**src/rtl/cas_sig_pkg.sv**
```systemverilog
// Package: shared sizes and types of the timeslot-16 signalling block.
// Assumes a 16-frame multiframe and 30 payload channels split into two halves.
package cas_sig_pkg;
    localparam int CODE_W  = 4;             // ABCD code width
    localparam int NCH     = 30;            // payload channels
    localparam int HALF    = NCH / 2;       // channels per nibble half
    localparam int FRM_W   = 4;             // frame number width
    localparam int CH_W    = 5;             // channel number width
    localparam int BYTE_W  = 2 * CODE_W;    // timeslot byte width
    localparam int SPARE_W = 3;             // spare bits in frame 0

    typedef logic [CODE_W-1:0] abcd_t;
    typedef logic [NCH-1:0][CODE_W-1:0] sig_table_t;
endpackage

```
**src/rtl/cas_tx_table.sv**
```systemverilog
// Transmit signalling table: one ABCD code per channel.
// A host write port stores codes. A read port selects the two channels carried by a frame.
// Reads are combinational from the stored flops, so a write in the same cycle as a read
// is only seen from the following cycle on.
module cas_tx_table
    import cas_sig_pkg::*;
#(
    parameter abcd_t IDLE_CODE = 4'hD
) (
    input  logic             clk,
    input  logic             rst_n,
    input  logic             wr_en,
    input  logic [CH_W-1:0]  wr_chan,
    input  abcd_t            wr_code,
    input  logic [FRM_W-1:0] rd_frame,
    output abcd_t            rd_hi,
    output abcd_t            rd_lo
);
    sig_table_t tbl;
    logic [CH_W-1:0] hi_idx;
    logic [CH_W-1:0] lo_idx;
    logic            wr_ok;

    assign wr_ok  = wr_en && (wr_chan != '0) && (wr_chan <= CH_W'(NCH));
    assign hi_idx = CH_W'(rd_frame) - CH_W'(1);
    assign lo_idx = hi_idx + CH_W'(HALF);

    // Store host codes; reset loads the idle code into every channel.
    always_ff @(posedge clk) begin
        if (!rst_n) begin
            for (int i = 0; i < NCH; i++) tbl[i] <= IDLE_CODE;
        end else if (wr_ok) begin
            tbl[wr_chan - CH_W'(1)] <= wr_code;
        end
    end

    // Select channel k and channel k+15 for frame k; frame 0 carries no codes.
    always_comb begin
        rd_hi = '0;
        rd_lo = '0;
        if (rd_frame != '0) begin
            rd_hi = tbl[hi_idx];
            rd_lo = tbl[lo_idx];
        end
    end

    // an invalid or absent write leaves the whole table untouched
    a_r5_ignore_bad_write: assert property (@(posedge clk) disable iff (!rst_n)
        (!wr_en || wr_chan == '0 || wr_chan > CH_W'(NCH)) |=> $stable(tbl));
endmodule

```
**src/rtl/cas_tx_builder.sv**
```systemverilog
// Transmit byte builder for timeslot 16.
// Frame 0 gets the alignment word, a fixed one in bit 6, and the programmable spare bits.
// Frames 1..15 get the two table codes. The byte is registered on the strobe.
// Assumes the table read data is valid in the strobe cycle.
module cas_tx_builder
    import cas_sig_pkg::*;
#(
    parameter logic [SPARE_W-1:0] SPARE_RST = 3'b111
) (
    input  logic               clk,
    input  logic               rst_n,
    input  logic               strb,
    input  logic [FRM_W-1:0]   frame,
    input  logic               spare_we,
    input  logic [SPARE_W-1:0] spare_val,
    input  abcd_t              hi_code,
    input  abcd_t              lo_code,
    output logic [BYTE_W-1:0]  tx_byte,
    output logic               tx_valid
);
    localparam abcd_t MFAS = '0;

    logic [SPARE_W-1:0] spare_q;
    logic [BYTE_W-1:0]  nxt;

    // Hold the spare bits; load on host request.
    always_ff @(posedge clk) begin
        if (!rst_n)        spare_q <= SPARE_RST;
        else if (spare_we) spare_q <= spare_val;
    end

    // Form the byte for the current frame.
    always_comb begin
        if (frame == '0) nxt = {MFAS, spare_q[2], 1'b1, spare_q[1], spare_q[0]};
        else             nxt = {hi_code, lo_code};
    end

    // Register the byte on the timeslot strobe.
    always_ff @(posedge clk) begin
        if (!rst_n) begin
            tx_byte  <= '0;
            tx_valid <= 1'b0;
        end else begin
            tx_valid <= strb;
            if (strb) tx_byte <= nxt;
        end
    end

    // frame 0 always yields the alignment nibble and the fixed one
    a_r1_frame0_pattern: assert property (@(posedge clk) disable iff (!rst_n)
        (strb && frame == '0) |=> (tx_byte[7:4] == MFAS && tx_byte[2]));
    // the valid flag follows the strobe by one cycle
    a_r4_valid_after_strobe: assert property (@(posedge clk) disable iff (!rst_n)
        strb |=> tx_valid);
    a_r4_no_valid_without_strobe: assert property (@(posedge clk) disable iff (!rst_n)
        !strb |=> !tx_valid);
    // spare bits change only on a load
    a_r2_spare_hold: assert property (@(posedge clk) disable iff (!rst_n)
        !spare_we |=> $stable(spare_q));
endmodule

```
**src/rtl/cas_rx_parser.sv**
```systemverilog
// Receive signalling decoder.
// On a qualified timeslot-16 byte of frame k (1..15), it stores the high nibble as channel k
// and the low nibble as channel k+15, then pulses an update strobe.
// Assumes the multiframe qualifier is produced outside.
module cas_rx_parser
    import cas_sig_pkg::*;
#(
    parameter abcd_t IDLE_CODE = 4'hD
) (
    input  logic              clk,
    input  logic              rst_n,
    input  logic              strb,
    input  logic              align_ok,
    input  logic [FRM_W-1:0]  frame,
    input  logic [BYTE_W-1:0] rx_byte,
    input  logic [CH_W-1:0]   rd_chan,
    output abcd_t             rd_code,
    output logic              upd,
    output logic [FRM_W-1:0]  upd_frame
);
    sig_table_t      tbl;
    logic            upd_en;
    logic [CH_W-1:0] hi_idx;
    logic [CH_W-1:0] lo_idx;
    logic [CH_W-1:0] rd_idx;

    assign upd_en = strb && align_ok && (frame != '0);
    assign hi_idx = CH_W'(frame) - CH_W'(1);
    assign lo_idx = hi_idx + CH_W'(HALF);
    assign rd_idx = rd_chan - CH_W'(1);

    // Write both channel nibbles of an accepted frame.
    always_ff @(posedge clk) begin
        if (!rst_n) begin
            for (int i = 0; i < NCH; i++) tbl[i] <= IDLE_CODE;
        end else if (upd_en) begin
            tbl[hi_idx] <= rx_byte[BYTE_W-1:CODE_W];
            tbl[lo_idx] <= rx_byte[CODE_W-1:0];
        end
    end

    // Pulse the update strobe and remember the frame written.
    always_ff @(posedge clk) begin
        if (!rst_n) begin
            upd       <= 1'b0;
            upd_frame <= '0;
        end else begin
            upd <= upd_en;
            if (upd_en) upd_frame <= frame;
        end
    end

    // Read one channel; out-of-range numbers return zero.
    always_comb begin
        rd_code = '0;
        if (rd_chan != '0 && rd_chan <= CH_W'(NCH)) rd_code = tbl[rd_idx];
    end

    // no qualified frame means no strobe and an unchanged table
    a_r9_quiet_when_unqualified: assert property (@(posedge clk) disable iff (!rst_n)
        !upd_en |=> (!upd && $stable(tbl)));
    // an accepted frame pulses the strobe with its frame number
    a_r10_pulse_with_frame: assert property (@(posedge clk) disable iff (!rst_n)
        upd_en |=> (upd && upd_frame == $past(frame)));
    // the high nibble lands in channel k
    a_r8_high_nibble_stored: assert property (@(posedge clk) disable iff (!rst_n)
        upd_en |=> (tbl[$past(hi_idx)] == $past(rx_byte[BYTE_W-1:CODE_W])));
endmodule

```
**src/rtl/cas_sig_mux.sv**
```systemverilog
// Top: timeslot-16 channel-associated signalling multiplexer.
// It combines the transmit table, the transmit byte builder and the receive decoder.
// The frame number and the timeslot strobe are shared by both directions and come from outside.
module cas_sig_mux
    import cas_sig_pkg::*;
#(
    parameter abcd_t              IDLE_CODE = 4'hD,
    parameter logic [SPARE_W-1:0] SPARE_RST = 3'b111
) (
    input  logic               clk,
    input  logic               rst_n,
    input  logic [FRM_W-1:0]   frame_num,
    input  logic               ts16_strobe,
    input  logic               tx_wr_en,
    input  logic [CH_W-1:0]    tx_wr_chan,
    input  logic [CODE_W-1:0]  tx_wr_code,
    input  logic               spare_wr_en,
    input  logic [SPARE_W-1:0] spare_wr_val,
    output logic [BYTE_W-1:0]  tx_ts16_byte,
    output logic               tx_ts16_valid,
    input  logic [BYTE_W-1:0]  rx_ts16_byte,
    input  logic               rx_mf_aligned,
    input  logic [CH_W-1:0]    rx_rd_chan,
    output logic [CODE_W-1:0]  rx_rd_code,
    output logic               rx_upd,
    output logic [FRM_W-1:0]   rx_upd_frame
);
    abcd_t hi_code;
    abcd_t lo_code;

    cas_tx_table #(.IDLE_CODE(IDLE_CODE)) u_tx_table (
        .clk      (clk),
        .rst_n    (rst_n),
        .wr_en    (tx_wr_en),
        .wr_chan  (tx_wr_chan),
        .wr_code  (tx_wr_code),
        .rd_frame (frame_num),
        .rd_hi    (hi_code),
        .rd_lo    (lo_code)
    );

    cas_tx_builder #(.SPARE_RST(SPARE_RST)) u_tx_builder (
        .clk       (clk),
        .rst_n     (rst_n),
        .strb      (ts16_strobe),
        .frame     (frame_num),
        .spare_we  (spare_wr_en),
        .spare_val (spare_wr_val),
        .hi_code   (hi_code),
        .lo_code   (lo_code),
        .tx_byte   (tx_ts16_byte),
        .tx_valid  (tx_ts16_valid)
    );

    cas_rx_parser #(.IDLE_CODE(IDLE_CODE)) u_rx_parser (
        .clk       (clk),
        .rst_n     (rst_n),
        .strb      (ts16_strobe),
        .align_ok  (rx_mf_aligned),
        .frame     (frame_num),
        .rx_byte   (rx_ts16_byte),
        .rd_chan   (rx_rd_chan),
        .rd_code   (rx_rd_code),
        .upd       (rx_upd),
        .upd_frame (rx_upd_frame)
    );
endmodule

```
**config.mk**
```make
export PLATFORM = sky130hd
export DESIGN_NAME = cas_sig_mux
export DESIGN_NICKNAME = d
export VERILOG_FILES = /design/src/rtl/cas_sig_pkg.sv /design/src/rtl/cas_tx_table.sv /design/src/rtl/cas_tx_builder.sv /design/src/rtl/cas_rx_parser.sv /design/src/rtl/cas_sig_mux.sv
export SDC_FILE = /design/constraint.sdc
export NUM_CORES = 1
export LEC_CHECK = 0
export ABC_AREA = 0
export ABC_CLOCK_PERIOD_IN_PS = 3300
export BUFFER_PORTS_ARGS = -buffer_cell sky130_fd_sc_hd__buf_2
export CAP_MARGIN = 0
export CORE_ASPECT_RATIO = 0.6
export CORE_MARGIN = 1.5
export CORE_UTILIZATION = 40
export CTS_CLUSTER_SIZE = 10
export DETAILED_ROUTE_END_ITERATION = 10
export PLACE_DENSITY = 0.55
export REMOVE_ABC_BUFFERS = 1
export SLEW_MARGIN = 5
export SYNTH_ARGS = -nofsm -noshare
export SYNTH_HDL_FRONTEND = slang
export SYNTH_SLANG_ARGS = --single-unit
```
**constraint.sdc**
```tcl
create_clock -name clk -period 3.3 [get_ports clk]
set_input_delay 0.33 -clock clk [delete_from_list [all_inputs] [get_ports clk]]
set_output_delay 0.33 -clock clk [all_outputs]
set_load 0.02 [all_outputs]
```
# Yosys cells after proc, flatten, opt, wreduce, memory -nomap -nowiden
# Index checks and enable logic that the tools add are counted.
word_totals:
  romBits: 0
  latchBits: 0
  ramBits: 0
  output_inout_bits: 18
  n_memories: 0
  regBits: 257
op_classes:
  eq_ne: 0
  mul: 0
  n_shift: 0
  n_mux: 19
  add_sub_neg: 4
  magnitude_cmp: 9
  n_reduce_logical: 12
  bitwise_logic: 0
  n_div: 0
op_table:
  columns: ["operator", "count"]
  rows:
  - ["$bwmux W120", 3]
  - ["$bmux W4 S5", 3]
  - ["$demux W4 S5", 3]
  - ["$mux W4", 9]
  - ["$lt A5 B6 Y1 const B", 4]
  - ["$ge A5 B1 Y1 const B", 3]
  - ["$le A5 B5 Y1 const B", 2]
  - ["$reduce_bool A5 Y1", 2]
  - ["$sub A5 B1 Y5 const B", 2]
  - ["$logic_and A1 B1 Y1", 8]
  - ["$mux W8", 1]
  - ["$add A5 B4 Y5 const B", 1]
  - ["$sub A4 B1 Y5 const B", 1]
  - ["$logic_not A4 Y1", 1]
  - ["$reduce_bool A4 Y1", 1]

# Depth between registers and ports, before layout
depth:
  word_depth: 7
  depth_mapped: 14
  ltp_nobuf: 9

# Cells and area by module
# From an unflattened synthesis, not the netlist that was laid out.
hier_totals:
  cells_unflattened: 1504
  hier_area_um2: 13989.7
by_module_without_submodules:
  columns: ["module", "cells_each", "instances", "seq_area_each_um2", "area_per_inst_um2"]
  rows:
  - ["cas_rx_parser", 844, 1, 2502.4, 7576.0]
  - ["cas_tx_table", 613, 1, 2402.3, 5945.7]
  - ["cas_tx_builder", 47, 1, 240.2, 467.9]

# Least setup slack after synthesis
# OpenSTA, ideal clock, no wires.
synth_path:
  path_kind: "input port to flip-flop"
  startpoint: "input port frame_num[0]"
  endpoint: "register u_rx_parser.tbl[14] (netlist bit)"
  t_required_ns: 3.178
  cell_stages: 12
  arrival_ns: 3.169
  slack_ns: 0.009
  path_cell_list: "buf_2 > buf_2 > buf_2 > inv_1 > ha_1 > xnor2_4 > a31o_2 > xor2_1 > buf_4 > nor3_4 > a32o_1 > a221o_1"
synth_between:
  elab_chain_cells: 7
synth_rtl:
  columns: ["element", "line", "rtl"]
  rows:
  - ["from (decl)", "cas_sig_mux.sv:12", "input logic [FRM_W-1:0] frame_num,"]
  - ["$sub A4 B1 Y5", "cas_rx_parser.sv:28", "assign hi_idx = CH_W'(frame) - CH_W'(1);"]
  - ["$add A5 B4 Y5, or another cell as far along", "cas_rx_parser.sv:29", "assign lo_idx = hi_idx + CH_W'(HALF);"]
  - ["$lt A5 B6 Y1 (implied by the code), or another cell as far along", "cas_rx_parser.sv:38", "tbl[lo_idx] <= rx_byte[CODE_W-1:0];"]
  - ["$logic_and A1 B1 Y1 (implied by the code) / $mux W4 (equally long branches)", "cas_rx_parser.sv:38, cas_rx_parser.sv:37", null]
  - ["$mux W4 (implied by the code) / $demux W4 S5 (equally long branches)", null, null]
  - ["$demux W4 S5 / $bwmux W120 (equally long branches)", null, null]
  - ["$bwmux W120", "cas_rx_parser.sv:38", null]
  - ["to (signal, indexed assignment)", "cas_rx_parser.sv:37", "tbl[hi_idx] <= rx_byte[BYTE_W-1:CODE_W];"]
  - ["to (signal, indexed assignment)", "cas_rx_parser.sv:38", null]
  - ["to (decl)", "cas_rx_parser.sv:21", "sig_table_t tbl;"]
# Several ways; a longest one is shown, not always the timed one.
# A chain may end at the register's enable or synchronous reset.

# Worst setup path after layout
layout_path:
  startpoint: "input port rx_rd_chan[0]"
  endpoint: "output port rx_rd_code[2]"
layout_between:
  elab_chain_cells: 4
layout_rtl:
  columns: ["element", "line", "rtl"]
  rows:
  - ["from (decl)", "cas_sig_mux.sv:23", "input logic [CH_W-1:0] rx_rd_chan,"]
  - ["$sub A5 B1 Y5", "cas_rx_parser.sv:30", "assign rd_idx = rd_chan - CH_W'(1);"]
  - ["$bmux W4 S5", "cas_rx_parser.sv:56", "if (rd_chan != '0 && rd_chan <= CH_W'(NCH)) rd_code = tbl[rd_idx];"]
  - ["$mux W4 (implied by the code)", "cas_rx_parser.sv:56", null]
  - ["$mux W4 *", "cas_rx_parser.sv:56", null]
  - ["to (decl)", "cas_sig_mux.sv:24", "output logic [CODE_W-1:0] rx_rd_code,"]
# Every way passes the cells marked *; elsewhere a longest branch is shown, timed or not. The select of a mux whose other input is x is not followed.

==> flow_metrics.env <==
export IMPL_max_clock_freq_mhz=359.6
export IMPL_io_pins=53
export IMPL_synth_edf_count=0
export IMPL_path_class="in -> out"
export IMPL_postRouteAntennaNets=0
export IMPL_clockPowerShare_pct=41.1
export IMPL_dpl_cell_area_um2=13860
export IMPL_clkLatencyLatePin_ns=0.58
export IMPL_gp_congestion=0.8372
export IMPL_ys_ff_latch=257
export IMPL_avgSynthCellArea_um2=9.137
export IMPL_tritoncts="yes"
export IMPL_grt_pass1_vias=10490
export IMPL_cts_root_buf="clkbuf_16"
export IMPL_finalHoldViolCount=0
export IMPL_avgRoutedWirePerCell_um=22.30
export IMPL_synthArstFlopShare_pct=0
export IMPL_postSynthCellCount=1439
export IMPL_tightest_slew_ns=0.8487
export IMPL_path_clk_slew_ns=0.06
export IMPL_utilization_pct=45.15
export IMPL_power_density_nw_per_um2=468.7
export IMPL_numCtsBuffers=29
export IMPL_fin_cells=1867
export IMPL_drive_above_1_share_pct=16.01
export IMPL_p_int_uw=4980
export IMPL_crit_fanout=32
export IMPL_dpl_cell_count=1831
export IMPL_required_ns=2.97
export IMPL_grt_usage_pct=24.45
export IMPL_syn_to_final_growth_pct=11.32
export IMPL_dp_hpwl_um=28180
export IMPL_rows=51
export IMPL_drt_vias_per_instance=6.097
export IMPL_yosysSeqAreaShare_pct=39.13
export IMPL_wirelength_um=41640
export IMPL_finalCritPeriodShare_pct=84.28
export IMPL_fin_skew_ns=0.03262
export IMPL_finalNetCount=1487
export IMPL_die_area_um2=34000
export IMPL_synth_area_leaders="dfxtp_1 (39%), mux4_2 (12%), mux2i_1 (9.9%), nand3_1 (7.6%), nand2_1 (7.0%)"
export IMPL_core_area_um2=32420
export IMPL_syn_area_um2=13150
export IMPL_end_kind="primary output"
export IMPL_antenna_found_initial=0
export IMPL_vias=11380
export IMPL_power_frac_seq_pct=46.4
export IMPL_fin_area_um2=14640
export IMPL_hold_ws_ns=0.04949
export IMPL_portBuffers=52
export IMPL_slew_limit_headroom_pct=42.94
export IMPL_slew_violations=0
export IMPL_grt_max_degree=57
export IMPL_grt_pass1_wl_um=64150
export IMPL_yosysTopAreaCell="dfxtp_1"
export IMPL_switchingPower_uw=1880
export IMPL_die_h_um=143.4
export IMPL_antenna_diode_count=0
export IMPL_drv_cap=0
export IMPL_yosys_top_cells_count="dfxtp_1 (257), nand2_1 (245), nand3_1 (199)"
export IMPL_synth_top_area_share_pct=39.13
export IMPL_remaining_drc_errors=0
export IMPL_switching_share_pct=27.40
export IMPL_start_kind="input port"
export IMPL_clock_sinks=257
export IMPL_status="complete, no violations"
export IMPL_cp_arrival_ns=2.45
export IMPL_hold_class="in -> reg"
export IMPL_rsz0062_at_grt="no"
export IMPL_setup_violations=0
export IMPL_dr_pass1_iters=8
export IMPL_yosysMostFrequentCell="dfxtp_1"
export IMPL_path_cells="buf_2, inv_1, ha_1, buf_12, mux4_2, mux4_2, mux2i_1, nor2_1, buf_2"
export IMPL_crit_slowest_cell="mux4_2"
export IMPL_die_x_um=237.1
export IMPL_initial_utilization_pct=40.56
export IMPL_drt_iter0_markers=1192
export IMPL_grt_overflow_total=0
export IMPL_cpPeakStageDelay_ns=0.49
export IMPL_synth_cell_type_count=66
export IMPL_htree_num_levels=1
export IMPL_ir_drop_uv=433.8
export IMPL_yosys_warnings=0
export IMPL_clock_path_buffers=3
export IMPL_synth_ff_type="dfxtp_1"
export IMPL_p_leak_uw=0.005404
export IMPL_period_minus_slack_ns=2.781
export IMPL_power_frac_comb_pct=12.5
==> metrics by stage <==
step	power (uW)	setup TNS [ns]	setup slack, ns
6_report	6859	0	0.5188
5_1_grt	7093	0	0.3314
4_1_cts	6892	0	0.4907
3_5_place_dp	4089	0	0.06315
3_3_place_gp	4087	0	0.04561
2_1_floorplan	3676	-66.41	-0.9124
==> what timing repair did <==
action | in CTS | in global routing
hold endpoints to repair | 3 | 0
gates resized for setup | 0 | 0
hold buffers | 3 | 0
setup buffers | 0 | 0
==> cells by family after synthesis <==
| logic type | Yosys count | synth area share, % |
|---|---|---|
| DFF | 257 | 39.13 |
| xor gates and xnor gates | 9 | 0.9422 |
| AOI/OAI and AO/OA | 181 | 9.954 |
| adders and majority gates | 11 | 1.047 |
| and+or+nand+nor | 630 | 22.35 |
| buffers and inverters | 150 | 4.596 |
| muxes | 201 | 21.97 |
==> final cells by class <==
class,instances,area [um2]
tap,424,530.5
clock inverter,1,8.758
fill,3107,17780
inverter,14,52.55
multi-input combinational,1032,7450
timing repair buffer,107,711.9
clock buffer,32,737.0
sequential,257,5145
==> flip-flops by register name, indices dropped and copies added (netlist names) <==
name                   flops
u_rx_parser.upd_frame      4
u_tx_builder.spare_q       3
u_tx_table.tbl           120
u_tx_builder.tx_byte       8
u_tx_builder.tx_valid      1
u_rx_parser.tbl          120
u_rx_parser.upd            1
==> metal layers <==
metal | track usage [%] | up-vias | part of all wire [%]
met4 | 3.822 | 0 | 1.2
met1 | 38.91 | 5596 | 51
li1 | - | 5230 | -
met5 | 0 | - | 0
met3 | 6.454 | 46 | 9.6
met2 | 32.52 | 512 | 38
==> worst max-delay path: cells and delay by family <==
family / cells / cell delay, ns
fa+ha+maj: 1 / 0.37
simple gates: 1 / 0.05
mux: 3 / 1.03
buf+inv: 4 / 0.65
==> layout by cell type, fill, tap and decap left out, types with 6 or more instances in the layout <==
master / count
nand3_1: 199
o32ai_1: 6
buf_2: 51
a221o_1: 18
o21ai_1: 8
dfxtp_1: 257
inv_1: 12
a211oi_1: 12
nand3b_1: 7
ha_1: 11
nand4_1: 19
buf_4: 50
o21ai_0: 6
or3_1: 11
nand2_1: 245
nor3_1: 13
mux4_2: 70
a21oi_1: 63
mux2i_1: 130
o2111ai_1: 13
a32o_1: 18
nor2_1: 72
and3_1: 13
clkbuf_16: 29
nor2b_1: 14
or2_2: 7
and2_1: 8
==> path summary, 6_finish.rpt <==
kind | start | to | slack, ns | cells past startpoint
setup / recovery | rx_rd_chan[0] | rx_rd_code[2] | 0.52 | 9
hold / removal | spare_wr_en | u_tx_builder.spare_q[2] | 0.05 | 3
setup reg to reg | u_tx_table.tbl[119] | u_tx_builder.tx_byte[3] | 1.54 | 5
hold reg to reg | u_rx_parser.tbl[57] | u_rx_parser.tbl[57] | 0.45 | 2
==> power groups by stage <==
stage / sequential [uW] / clock (uW) / combinational [uW]
after floorplan: 3250 / 0 / 428
after global placement: 3250 / 0 / 841
after detailed placement: 3250 / 0 / 843
after CTS: 3180 / 2870 / 848
after global routing: 3180 / 2990 / 919
final: 3180 / 2820 / 859
Power figures use the tool's default switching activity.
